--- src/rtl/scw_pkg.sv ---
package scw_pkg;

   localparam int CODE_W = 4;

   localparam logic [CODE_W-1:0] CODE_ERASE    = 4'h1;
   localparam logic [CODE_W-1:0] CODE_WR_BEGIN = 4'h2;
   localparam logic [CODE_W-1:0] CODE_READ     = 4'h3;
   localparam logic [CODE_W-1:0] CODE_RESERVED = 4'h4;
   localparam logic [CODE_W-1:0] CODE_WR_END   = 4'h5;

   typedef struct packed {
      logic erase;
      logic wr_begin;
      logic rd;
      logic wr_end;
   } mem_op_t;

   typedef enum logic [1:0] {
      FR_IDLE  = 2'd0,
      FR_HUNT  = 2'd1,
      FR_WORD  = 2'd2
   } frame_state_t;

endpackage

--- src/rtl/scw_input_sync.sv ---
module scw_input_sync #(
   parameter int STAGES = 2,
   parameter int W      = 3
) (
   input  logic         clk,
   input  logic         rst_n,
   input  logic [W-1:0] d_in,
   output logic [W-1:0] d_out
);

   generate
      if (STAGES < 0) begin : g_bad
         $error("scw_input_sync: STAGES must not be negative");
      end

      if (STAGES == 0) begin : g_bypass
         assign d_out = d_in;
      end else begin : g_chain
         logic [STAGES-1:0][W-1:0] pipe_q;

         for (genvar s = 0; s < STAGES; s++) begin : g_stage
            if (s == 0) begin : g_first
               always_ff @(posedge clk or negedge rst_n) begin
                  if (!rst_n) pipe_q[s] <= '0;
                  else        pipe_q[s] <= d_in;
               end
            end else begin : g_next
               always_ff @(posedge clk or negedge rst_n) begin
                  if (!rst_n) pipe_q[s] <= '0;
                  else        pipe_q[s] <= pipe_q[s-1];
               end
            end
         end

         assign d_out = pipe_q[STAGES-1];
      end
   endgenerate

endmodule

--- src/rtl/scw_framer.sv ---
module scw_framer
   import scw_pkg::*;
#(
   parameter int                  WORD_W       = 16,
   parameter int                  INIT_LEN     = 8,
   parameter logic [INIT_LEN-1:0] INIT_PATTERN = 8'hA6
) (
   input  logic              clk,
   input  logic              rst_n,
   input  logic              cs_q,
   input  logic              sclk_q,
   input  logic              din_q,
   output logic              word_done,
   output logic [WORD_W-1:0] word_q
);

   localparam int CNT_W    = $clog2(WORD_W);
   localparam int LAST_BIT = WORD_W - 1;

   frame_state_t        state_q;
   logic                sclk_prev_q;
   logic                rise;
   logic [INIT_LEN-1:0] hist_q;
   logic [INIT_LEN-1:0] hist_next;
   logic [CNT_W-1:0]    cnt_q;
   logic [WORD_W-1:0]   shift_q;
   logic [WORD_W-1:0]   shift_next;

   assign rise       = sclk_q & ~sclk_prev_q;
   assign hist_next  = {hist_q[INIT_LEN-2:0], din_q};
   assign shift_next = {din_q, shift_q[WORD_W-1:1]};

   always_ff @(posedge clk or negedge rst_n) begin
      if (!rst_n) sclk_prev_q <= 1'b0;
      else        sclk_prev_q <= sclk_q;
   end

   always_ff @(posedge clk or negedge rst_n) begin
      if (!rst_n) begin
         state_q   <= FR_IDLE;
         hist_q    <= '0;
         cnt_q     <= '0;
         shift_q   <= '0;
         word_q    <= '0;
         word_done <= 1'b0;
      end else begin
         word_done <= 1'b0;
         if (!cs_q) begin
            state_q <= FR_IDLE;
            hist_q  <= '0;
            cnt_q   <= '0;
         end else begin
            unique case (state_q)
               FR_IDLE: begin
                  state_q <= FR_HUNT;
                  hist_q  <= '0;
                  cnt_q   <= '0;
                  if (rise) begin
                     hist_q <= hist_next;
                  end
               end
               FR_HUNT: begin
                  if (rise) begin
                     hist_q <= hist_next;
                     if (hist_next == INIT_PATTERN) begin
                        state_q <= FR_WORD;
                        cnt_q   <= '0;
                     end
                  end
               end
               FR_WORD: begin
                  if (rise) begin
                     shift_q <= shift_next;
                     if (cnt_q == CNT_W'(LAST_BIT)) begin
                        cnt_q     <= '0;
                        word_q    <= shift_next;
                        word_done <= 1'b1;
                     end else begin
                        cnt_q <= cnt_q + 1'b1;
                     end
                  end
               end
               default: state_q <= FR_IDLE;
            endcase
         end
      end
   end

endmodule

--- src/rtl/scw_decoder.sv ---
module scw_decoder
   import scw_pkg::*;
#(
   parameter int DATA_W   = 12,
   parameter int CMD_W    = 4,
   parameter int NUM_REGS = 5,
   parameter int REG_BASE = 8
) (
   input  logic                      clk,
   input  logic                      rst_n,
   input  logic                      word_done,
   input  logic [DATA_W+CMD_W-1:0]   word_q,
   output logic [NUM_REGS-1:0]       reg_wr,
   output mem_op_t                   mem_op,
   output logic                      illegal_cmd,
   output logic [DATA_W-1:0]         data_out,
   output logic [CMD_W-1:0]          cmd_hold
);

   localparam int WORD_W = DATA_W + CMD_W;

   logic [CMD_W-1:0]    code;
   logic [DATA_W-1:0]   field;
   logic [NUM_REGS-1:0] reg_hit;
   mem_op_t             mem_hit;
   logic                rsv_hit;

   assign code  = word_q[WORD_W-1 -: CMD_W];
   assign field = word_q[DATA_W-1:0];

   generate
      for (genvar i = 0; i < NUM_REGS; i++) begin : g_reg_hit
         assign reg_hit[i] = (code == CMD_W'(REG_BASE + i));
      end
   endgenerate

   always_comb begin
      mem_hit          = '0;
      mem_hit.erase    = (code == CODE_ERASE);
      mem_hit.wr_begin = (code == CODE_WR_BEGIN);
      mem_hit.rd       = (code == CODE_READ);
      mem_hit.wr_end   = (code == CODE_WR_END);
      rsv_hit          = (code == CODE_RESERVED);
   end

   always_ff @(posedge clk or negedge rst_n) begin
      if (!rst_n) begin
         reg_wr      <= '0;
         mem_op      <= '0;
         illegal_cmd <= 1'b0;
         data_out    <= '0;
         cmd_hold    <= '0;
      end else begin
         reg_wr      <= '0;
         mem_op      <= '0;
         illegal_cmd <= 1'b0;
         if (word_done) begin
            if (rsv_hit) begin
               illegal_cmd <= 1'b1;
            end else begin
               reg_wr   <= reg_hit;
               mem_op   <= mem_hit;
               data_out <= field;
               cmd_hold <= code;
            end
         end
      end
   end

endmodule

--- src/rtl/scw_receiver.sv ---
module scw_receiver
   import scw_pkg::*;
#(
   parameter int                  DATA_W       = 12,
   parameter int                  CMD_W        = 4,
   parameter int                  NUM_REGS     = 5,
   parameter int                  REG_BASE     = 8,
   parameter int                  SYNC_STAGES  = 2,
   parameter int                  INIT_LEN     = 8,
   parameter logic [INIT_LEN-1:0] INIT_PATTERN = 8'hA6
) (
   input  logic                clk,
   input  logic                rst_n,
   input  logic                cs,
   input  logic                sclk,
   input  logic                din,
   output logic [NUM_REGS-1:0] reg_wr,
   output logic                mem_erase,
   output logic                mem_wr_begin,
   output logic                mem_read,
   output logic                mem_wr_end,
   output logic                illegal_cmd,
   output logic [DATA_W-1:0]   data_out,
   output logic [CMD_W-1:0]    cmd_hold
);

   localparam int WORD_W = DATA_W + CMD_W;

   generate
      if (CMD_W != CODE_W) begin : g_chk_cmd
         $error("scw_receiver: CMD_W must equal the 4-bit code map");
      end
      if (REG_BASE + NUM_REGS > (1 << CMD_W)) begin : g_chk_regs
         $error("scw_receiver: register codes overflow the code space");
      end
      if (REG_BASE <= 5) begin : g_chk_overlap
         $error("scw_receiver: register codes overlap memory codes");
      end
      if (INIT_LEN < 2) begin : g_chk_len
         $error("scw_receiver: INIT_LEN must be at least 2");
      end
      if (INIT_PATTERN[INIT_LEN-1] != 1'b1) begin : g_chk_pat
         $error("scw_receiver: first wake-up bit must be 1");
      end
   endgenerate

   logic [2:0]        raw_in;
   logic [2:0]        sync_out;
   logic              cs_q;
   logic              sclk_q;
   logic              din_q;
   logic              word_done;
   logic [WORD_W-1:0] word_q;
   mem_op_t           mem_op;

   assign raw_in = {cs, sclk, din};
   assign {cs_q, sclk_q, din_q} = sync_out;

   scw_input_sync #(
      .STAGES (SYNC_STAGES),
      .W      (3)
   ) u_sync (
      .clk   (clk),
      .rst_n (rst_n),
      .d_in  (raw_in),
      .d_out (sync_out)
   );

   scw_framer #(
      .WORD_W       (WORD_W),
      .INIT_LEN     (INIT_LEN),
      .INIT_PATTERN (INIT_PATTERN)
   ) u_framer (
      .clk       (clk),
      .rst_n     (rst_n),
      .cs_q      (cs_q),
      .sclk_q    (sclk_q),
      .din_q     (din_q),
      .word_done (word_done),
      .word_q    (word_q)
   );

   scw_decoder #(
      .DATA_W   (DATA_W),
      .CMD_W    (CMD_W),
      .NUM_REGS (NUM_REGS),
      .REG_BASE (REG_BASE)
   ) u_decoder (
      .clk         (clk),
      .rst_n       (rst_n),
      .word_done   (word_done),
      .word_q      (word_q),
      .reg_wr      (reg_wr),
      .mem_op      (mem_op),
      .illegal_cmd (illegal_cmd),
      .data_out    (data_out),
      .cmd_hold    (cmd_hold)
   );

   assign mem_erase    = mem_op.erase;
   assign mem_wr_begin = mem_op.wr_begin;
   assign mem_read     = mem_op.rd;
   assign mem_wr_end   = mem_op.wr_end;

endmodule

--- config.mk ---
export PLATFORM = sky130hd
export DESIGN_NAME = scw_receiver
export DESIGN_NICKNAME = d
export VERILOG_FILES = /design/src/rtl/scw_pkg.sv /design/src/rtl/scw_input_sync.sv /design/src/rtl/scw_framer.sv /design/src/rtl/scw_decoder.sv /design/src/rtl/scw_receiver.sv
export SDC_FILE = /design/constraint.sdc
export NUM_CORES = 1
export LEC_CHECK = 0
export ABC_AREA = 1
export BUFFER_PORTS_ARGS = -buffer_cell sky130_fd_sc_hd__buf_2
export CORE_MARGIN = 1.5
export CORE_UTILIZATION = 50
export CTS_CLUSTER_SIZE = 30
export DETAILED_ROUTE_END_ITERATION = 8
export HOLD_SLACK_MARGIN = 0.03
export PLACE_DENSITY_LB_ADDON = 0.25
export SYNTH_ARGS = -nofsm -noshare
export SYNTH_HDL_FRONTEND = slang
export SYNTH_SLANG_ARGS = --single-unit
export TNS_END_PERCENT = 1
--- constraint.sdc ---
create_clock -name clk -period 2.6 [get_ports clk]
set_clock_uncertainty 0.15 [all_clocks]
set_input_delay 0.39 -clock clk [delete_from_list [all_inputs] [get_ports clk]]
set_output_delay 0.39 -clock clk [all_outputs]
set_load 0.01 [all_outputs]
==> results of run 1 <==
==> synthesized netlist by cell type (2+ instances only) <==
library cell	n	area [um2]
nand3_1	8	40.0
o21ai_0	23	115
nand2_2	5	31.3
o21ai_2	16	140
nand2_1	102	383
nor2_1	22	82.6
nand4_1	8	50.1
nor2_4	2	22.5
clkbuf_1	4	15.0
dfrtp_1	78	1950
buf_6	4	45.0
inv_1	36	135
==> worst max path at each step <==
| stage | startpoint | to | slack, ps | depth (start not counted) |
|---|---|---|---|---|
| 2_1_floorplan | u_framer.cnt_q[0] | u_framer.word_q[3] | 1100 | 7 |
| 3_3_place_gp | u_sync.d_out[2] | u_framer.word_q[6] | 880 | 7 |
| 3_5_place_dp | u_sync.d_out[2] | u_framer.word_q[7] | 840 | 7 |
| 4_1_cts | u_sync.d_out[2] | u_framer.word_q[2] | 830 | 7 |
| 5_1_grt | u_sync.d_out[2] | u_framer.word_q[14] | 670 | 7 |
| 6_report | u_sync.d_out[2] | u_framer.word_q[2] | 830 | 7 |
==> routing by layer <==
| layer | routed length [um] | part of all wire | up-vias | track usage |
|---|---|---|---|---|
| li1 | - | - | 1067 | - |
| met1 | 2390 | 0.48 | 979 | 0.218 |
| met2 | 2260 | 0.46 | 42 | 0.269 |
| met3 | 232 | 0.047 | 7 | 0.0511 |
| met4 | 82 | 0.017 | 0 | 0.0828 |
| met5 | 0 | 0 | - | 0 |
==> state kept, by name, indices dropped and copies added, names as in the netlist, 2 cells and up <==
name / flops
u_framer.state_q: 2
u_framer.hist_q: 7
u_framer.cnt_q: 4
u_framer.word_q: 16
u_framer.shift_q: 15
u_decoder.reg_wr: 5
u_decoder.mem_op: 4
u_sync.g_chain.pipe_q: 3
u_sync.d_out: 3
u_decoder.cmd_hold: 4
u_decoder.data_out: 12
==> cell type report <==
class	count	area [um2]	area share
clock inverters	7	98.8	0.0280
clock buffers	9	124	0.0351
repair buffers	36	205	0.0581
flip-flops and latches	78	1950	0.553
inverters	36	135	0.0383
multi-input cells	194	922	0.261
well taps	75	93.8	0.0266
==> cell families (layout without fill, tap and decap cells) <==
kind of cell               Yosys count  count (layout)
adders and majority gates            1               1
DFF                                 78              78
xor gates and xnor gates             1               1
and+or+nand+nor                    152             152
buffers and inverters               46              88
AOI/OAI and AO/OA                   40              40
==> power breakdown <==
group / total (mW) / switching, mW / internal (mW)
Sequential: 1.29 / 0.0404 / 1.25
Combinational: 0.178 / 0.128 / 0.0501
Clock: 0.988 / 0.444 / 0.543
Total: 2.46 / 0.613 / 1.84
==> stage by stage <==
step / setup slack (ps) / hold slack [ps]
after floorplan: 1100 / -55.6
after global placement: 884 / 182
after detailed placement: 842 / 190
after CTS: 831 / 69.5
after global routing: 668 / 113
final: 831 / 34.4
==> worst max-delay path, cell delays in order (launching register included) <==
cell     delay [ps]
dfrtp_1         560
nand2_2         110
nor2_4          130
nand2_2          60
or2_1           200
buf_4           260
nand2_1         130
o21ai_2          50
==> impl_metrics.json, run 1 <==
{
  "layout_min_cycle_time_ps": 1770,
  "stdcell_count": 435,
  "status": "finished, final reports clean",
  "synth_fa_ha_area_frac": 0.00407,
  "slew_headroom": 0.384,
  "syn_avg_cell_area_um2": 9.68,
  "r2r_start": "u_sync.d_out[2]",
  "num_rows": 28,
  "cts_resized": 0,
  "finalCritPeriodShare": 0.681,
  "cts_buffers": 9,
  "slew_violations": 0,
  "synth_mux_area_frac": 0,
  "syn_nets": 324,
  "totalPowerFinal_mw": 2.46,
  "max_slew.worst_pin.slew_ps": 924,
  "maxCapViolations": 0,
  "coreArea_um2": 5920,
  "clk_pin_slew_worst_paths_ps": 80,
  "path_class": "reg -> reg",
  "drc": 0,
  "boundaryPins": 31,
  "synth_edf_count": 0,
  "critPathRequiredTime_ps": 2680,
  "post_dp_cell_area_um2": 3280,
  "die_h_um": 81.5,
  "grt_max_degree": 79,
  "dieArea_um2": 6640,
  "setup-violations-final": 0,
  "yosys_register_bits": 78,
  "layout_common_cells": "nand2_1 (102), dfrtp_1 (78), inv_1 (36), buf_2 (29), o21ai_0 (23)",
  "fin_tns_setup_ps": 0,
  "grt_pass1_wl_um": 8440,
  "gr-usage-all-layers": 0.172,
  "grt_pass1_vias": 1952,
  "end_kind": "flop",
  "reg2reg_depth": 7,
  "ys_seq_area_frac": 0.634,
  "clockRootBuffer": "clkbuf_8",
  "cts.sinks": 78,
  "via_per_inst": 4.82,
  "diodes": 0,
  "yosysUniqueCellTypes": 22,
  "critPathMaxFanout": 33,
  "synth_top_family_by_area": "simple AND/OR/NAND/NOR gates",
  "cp_data_arrival_time_ps": 1840,
  "rsz0062_at_grt": "no",
  "gp_congestion": 0.776,
  "initial_core_util": 0.520,
  "cts_max_path_buffers": 2,
  "synth-async-reset-ratio": 1.00,
  "fmax_mhz": 565,
  "die-width_um": 81.5,
  "cp-start-kind": "flop",
  "yosysWarnings": 0,
  "synth_compound_area_frac": 0.0846,
  "fillCellCount": 519,
  "wl_per_cell_um": 11.4,
  "r2r_slack_ps": 830,
  "cts_hold_buf": 3,
  "antenna_found_initial": 0,
  "final_nets": 361,
  "irDropWorstVdd_mv": 0.419,
  "fin_util": 0.596,
  "vias": 2095,
  "dp_cells": 416,
  "hpwlAfterDp_um": 3270,
  "leakagePower_nw": 1.79,
  "htree_num_levels": 3,
  "final_common_cell": "nand2_1",
  "drt.antenna.violating_nets": 0,
  "post-cts-setup-buffer-count": 0,
  "syn-cell-area_um2": 3080,
  "ys.flop_type": "dfrtp_1",
  "drt_iter0_drc": 102,
  "drive_above_1_share": 0.203,
  "synth-xor-area-share": 0.00285,
  "fin_area_um2": 3530,
  "hold_viol": 0,
  "syn_inst": 318,
  "clock_latency_ps": 350,
  "power_density_nw_per_um2": 696,
  "regToRegEndpoint": "u_framer.word_q[2]",
  "postRouteWirelength_um": 4960,
  "synth_simple_gate_area_share": 0.208,
  "overflow": 0,
  "min_path_type": "in -> async",
  "areaGrowthSynthToFinish_pct": 14.7,
  "drt-pass1-iter-count": 4,
  "cts_tree": "done",
  "port_buffers": 30
}
Note: power is estimated with default switching activity, not from simulation.
==> inputs of run 2 (changes only) <==
==> constraint.sdc (replaced) <==
create_clock -name clk -period 1.7 [get_ports clk]
set_clock_uncertainty 0.15 [all_clocks]
set_input_delay 0.255 -clock clk [delete_from_list [all_inputs] [get_ports clk]]
set_output_delay 0.255 -clock clk [all_outputs]
set_load 0.01 [all_outputs]
==> impl_metrics.json, run 2 (synthesized netlist as in run 1, its figures left out) <==
{
  "die_h_um": 81.5,
  "regArea_um2": 1950,
  "clk_pin_slew_worst_paths_ps": 80,
  "coreArea_um2": 5920,
  "cts_max_path_buffers": 2,
  "end_kind": "flop",
  "drc": 0,
  "wl_per_cell_um": 11.1,
  "dieArea_um2": 6640,
  "cts_buffers": 9,
  "finalCritPeriodShare": 0.925,
  "clock_latency_ps": 340,
  "drt-pass1-iter-count": 5,
  "reg.largest.list": "u_framer.word_q: 16 flops, u_framer.shift_q: 15 flops, u_decoder.data_out: 12 flops",
  "die-width_um": 81.5,
  "hold_viol": 0,
  "htree_num_levels": 3,
  "leakagePower_nw": 1.83,
  "vias": 2113,
  "largest_reg_flops": 16,
  "layout_min_cycle_time_ps": 1570,
  "status": "finished, final reports clean",
  "gr-usage-all-layers": 0.171,
  "multiInputGateArea_um2": 922,
  "critPathMaxFanout": 33,
  "wl_met2_um": 2170,
  "num_rows": 28,
  "port_buffers": 30,
  "irDropWorstVdd_mv": 0.600,
  "max_slew.worst_pin.slew_ps": 390,
  "wl_met1_um": 2430,
  "r2r_start": "u_framer.cnt_q[0]",
  "gp_congestion": 0.755,
  "slew_violations": 0,
  "drive_above_1_share": 0.210,
  "clockRootBuffer": "clkbuf_8",
  "timing.hold.ws_ps": 205,
  "layout_common_cells": "nand2_1 (102), dfrtp_1 (78), inv_1 (36), buf_2 (29), o21ai_0 (23)",
  "wl_met3_um": 191,
  "reg2reg_depth": 6,
  "critPathRequiredTime_ps": 1780,
  "areaGrowthSynthToFinish_pct": 16.3,
  "grt_pass1_wl_um": 8470,
  "diodes": 0,
  "antenna_found_initial": 0,
  "final_nets": 367,
  "overflow": 0,
  "maxCapViolations": 0,
  "crit_start": "u_framer.cnt_q[0]",
  "fin_tns_setup_ps": 0,
  "top_layer": "met4",
  "min_delay_path_depth": 0,
  "final_common_cell": "nand2_1",
  "rsz0062_at_grt": "no",
  "power_density_nw_per_um2": 1030,
  "cts.sinks": 78,
  "fmax_mhz": 636,
  "via_per_inst": 4.79,
  "hpwlAfterDp_um": 3140,
  "min_path_type": "reg -> reg",
  "path_class": "reg -> reg",
  "grt_max_degree": 79,
  "grt_pass1_vias": 1905,
  "fillCellCount": 493,
  "slew_headroom": 0.740,
  "cts_tree": "done",
  "top_register": "u_framer.word_q",
  "drt.antenna.violating_nets": 0,
  "initial_core_util": 0.520,
  "setup-violations-final": 0,
  "cp-start-kind": "flop",
  "drt_iter0_drc": 134,
  "postRouteWirelength_um": 4880,
  "boundaryPins": 31,
  "cp_data_arrival_time_ps": 1650,
  "hold_start": "u_sync.g_chain.pipe_q[0]"
}
## run 2: changes by cell type in the layout (fill, tap and decap cells not counted), sizes merged
| cell | change |
|---|---|
| clkinvlp | -1 |
| inv | +1 |
| dlygate4sd3 | +1 |
| bufinv | -1 |
| clkinv | -1 |
| clkbuf | +2 |
| buf | +5 |
## run 2: area by class of cell
class	count	share of cell area
Clock buffer	11	0.0395
Inverter	36	0.0377
Tap cell	75	0.0262
Multi-Input combinational cell	194	0.258
Clock inverter	5	0.0161
Sequential cell	78	0.545
Timing Repair Buffer	42	0.0776
## run 2: routing by layer
metal / vias up / track usage
li1: 1078 / -
met1: 985 / 0.227
met2: 42 / 0.255
met3: 8 / 0.0467
met4: 0 / 0.0931
met5: - / 0
## run 2: path summary, 6_finish.rpt
check	endpoint	slack, ps
worst min-delay path	u_sync.d_out[0]	200
worst min register to register	u_sync.d_out[0]	200
min in group asynchronous	u_decoder.reg_wr[1]	320
max in group asynchronous	u_framer.state_q[1]	770
worst max register to register	u_framer.word_q[10]	130
worst max-delay path	u_framer.word_q[10]	130
## run 2: power breakdown
part	internal, mW	switching (mW)
logic	0.111	0.210
clock network	0.722	0.654
registers	1.91	0.0611
## run 2: critical path, cell delays in order (launching register included)
cell     delay [ps]
dfrtp_1         420
ha_1            210
nand3_1          90
or2_1           270
buf_12          180
nand2_1          90
o21ai_2          50
## run 2: stage by stage
step | cell area [um2] | util | worst slack [ps] | instances | power [mW]
floorplan | 3080 | - | 197 | 318 | 2.19
global placement | 3340 | 0.564 | 191 | 421 | 2.32
detailed placement | 3340 | 0.564 | 142 | 421 | 2.33
CTS | 3580 | 0.605 | 123 | 441 | 3.71
global route | 3580 | 0.605 | 14.3 | 441 | 3.85
finish | 3580 | 0.605 | 128 | 441 | 3.67
## run 2: what timing repair did
action | in CTS | in global routing
buffers inserted | 0 | 0
resized for setup | 0 | 0
endpoints found under the hold margin | 81 | 0
hold buffers | 4 | 0
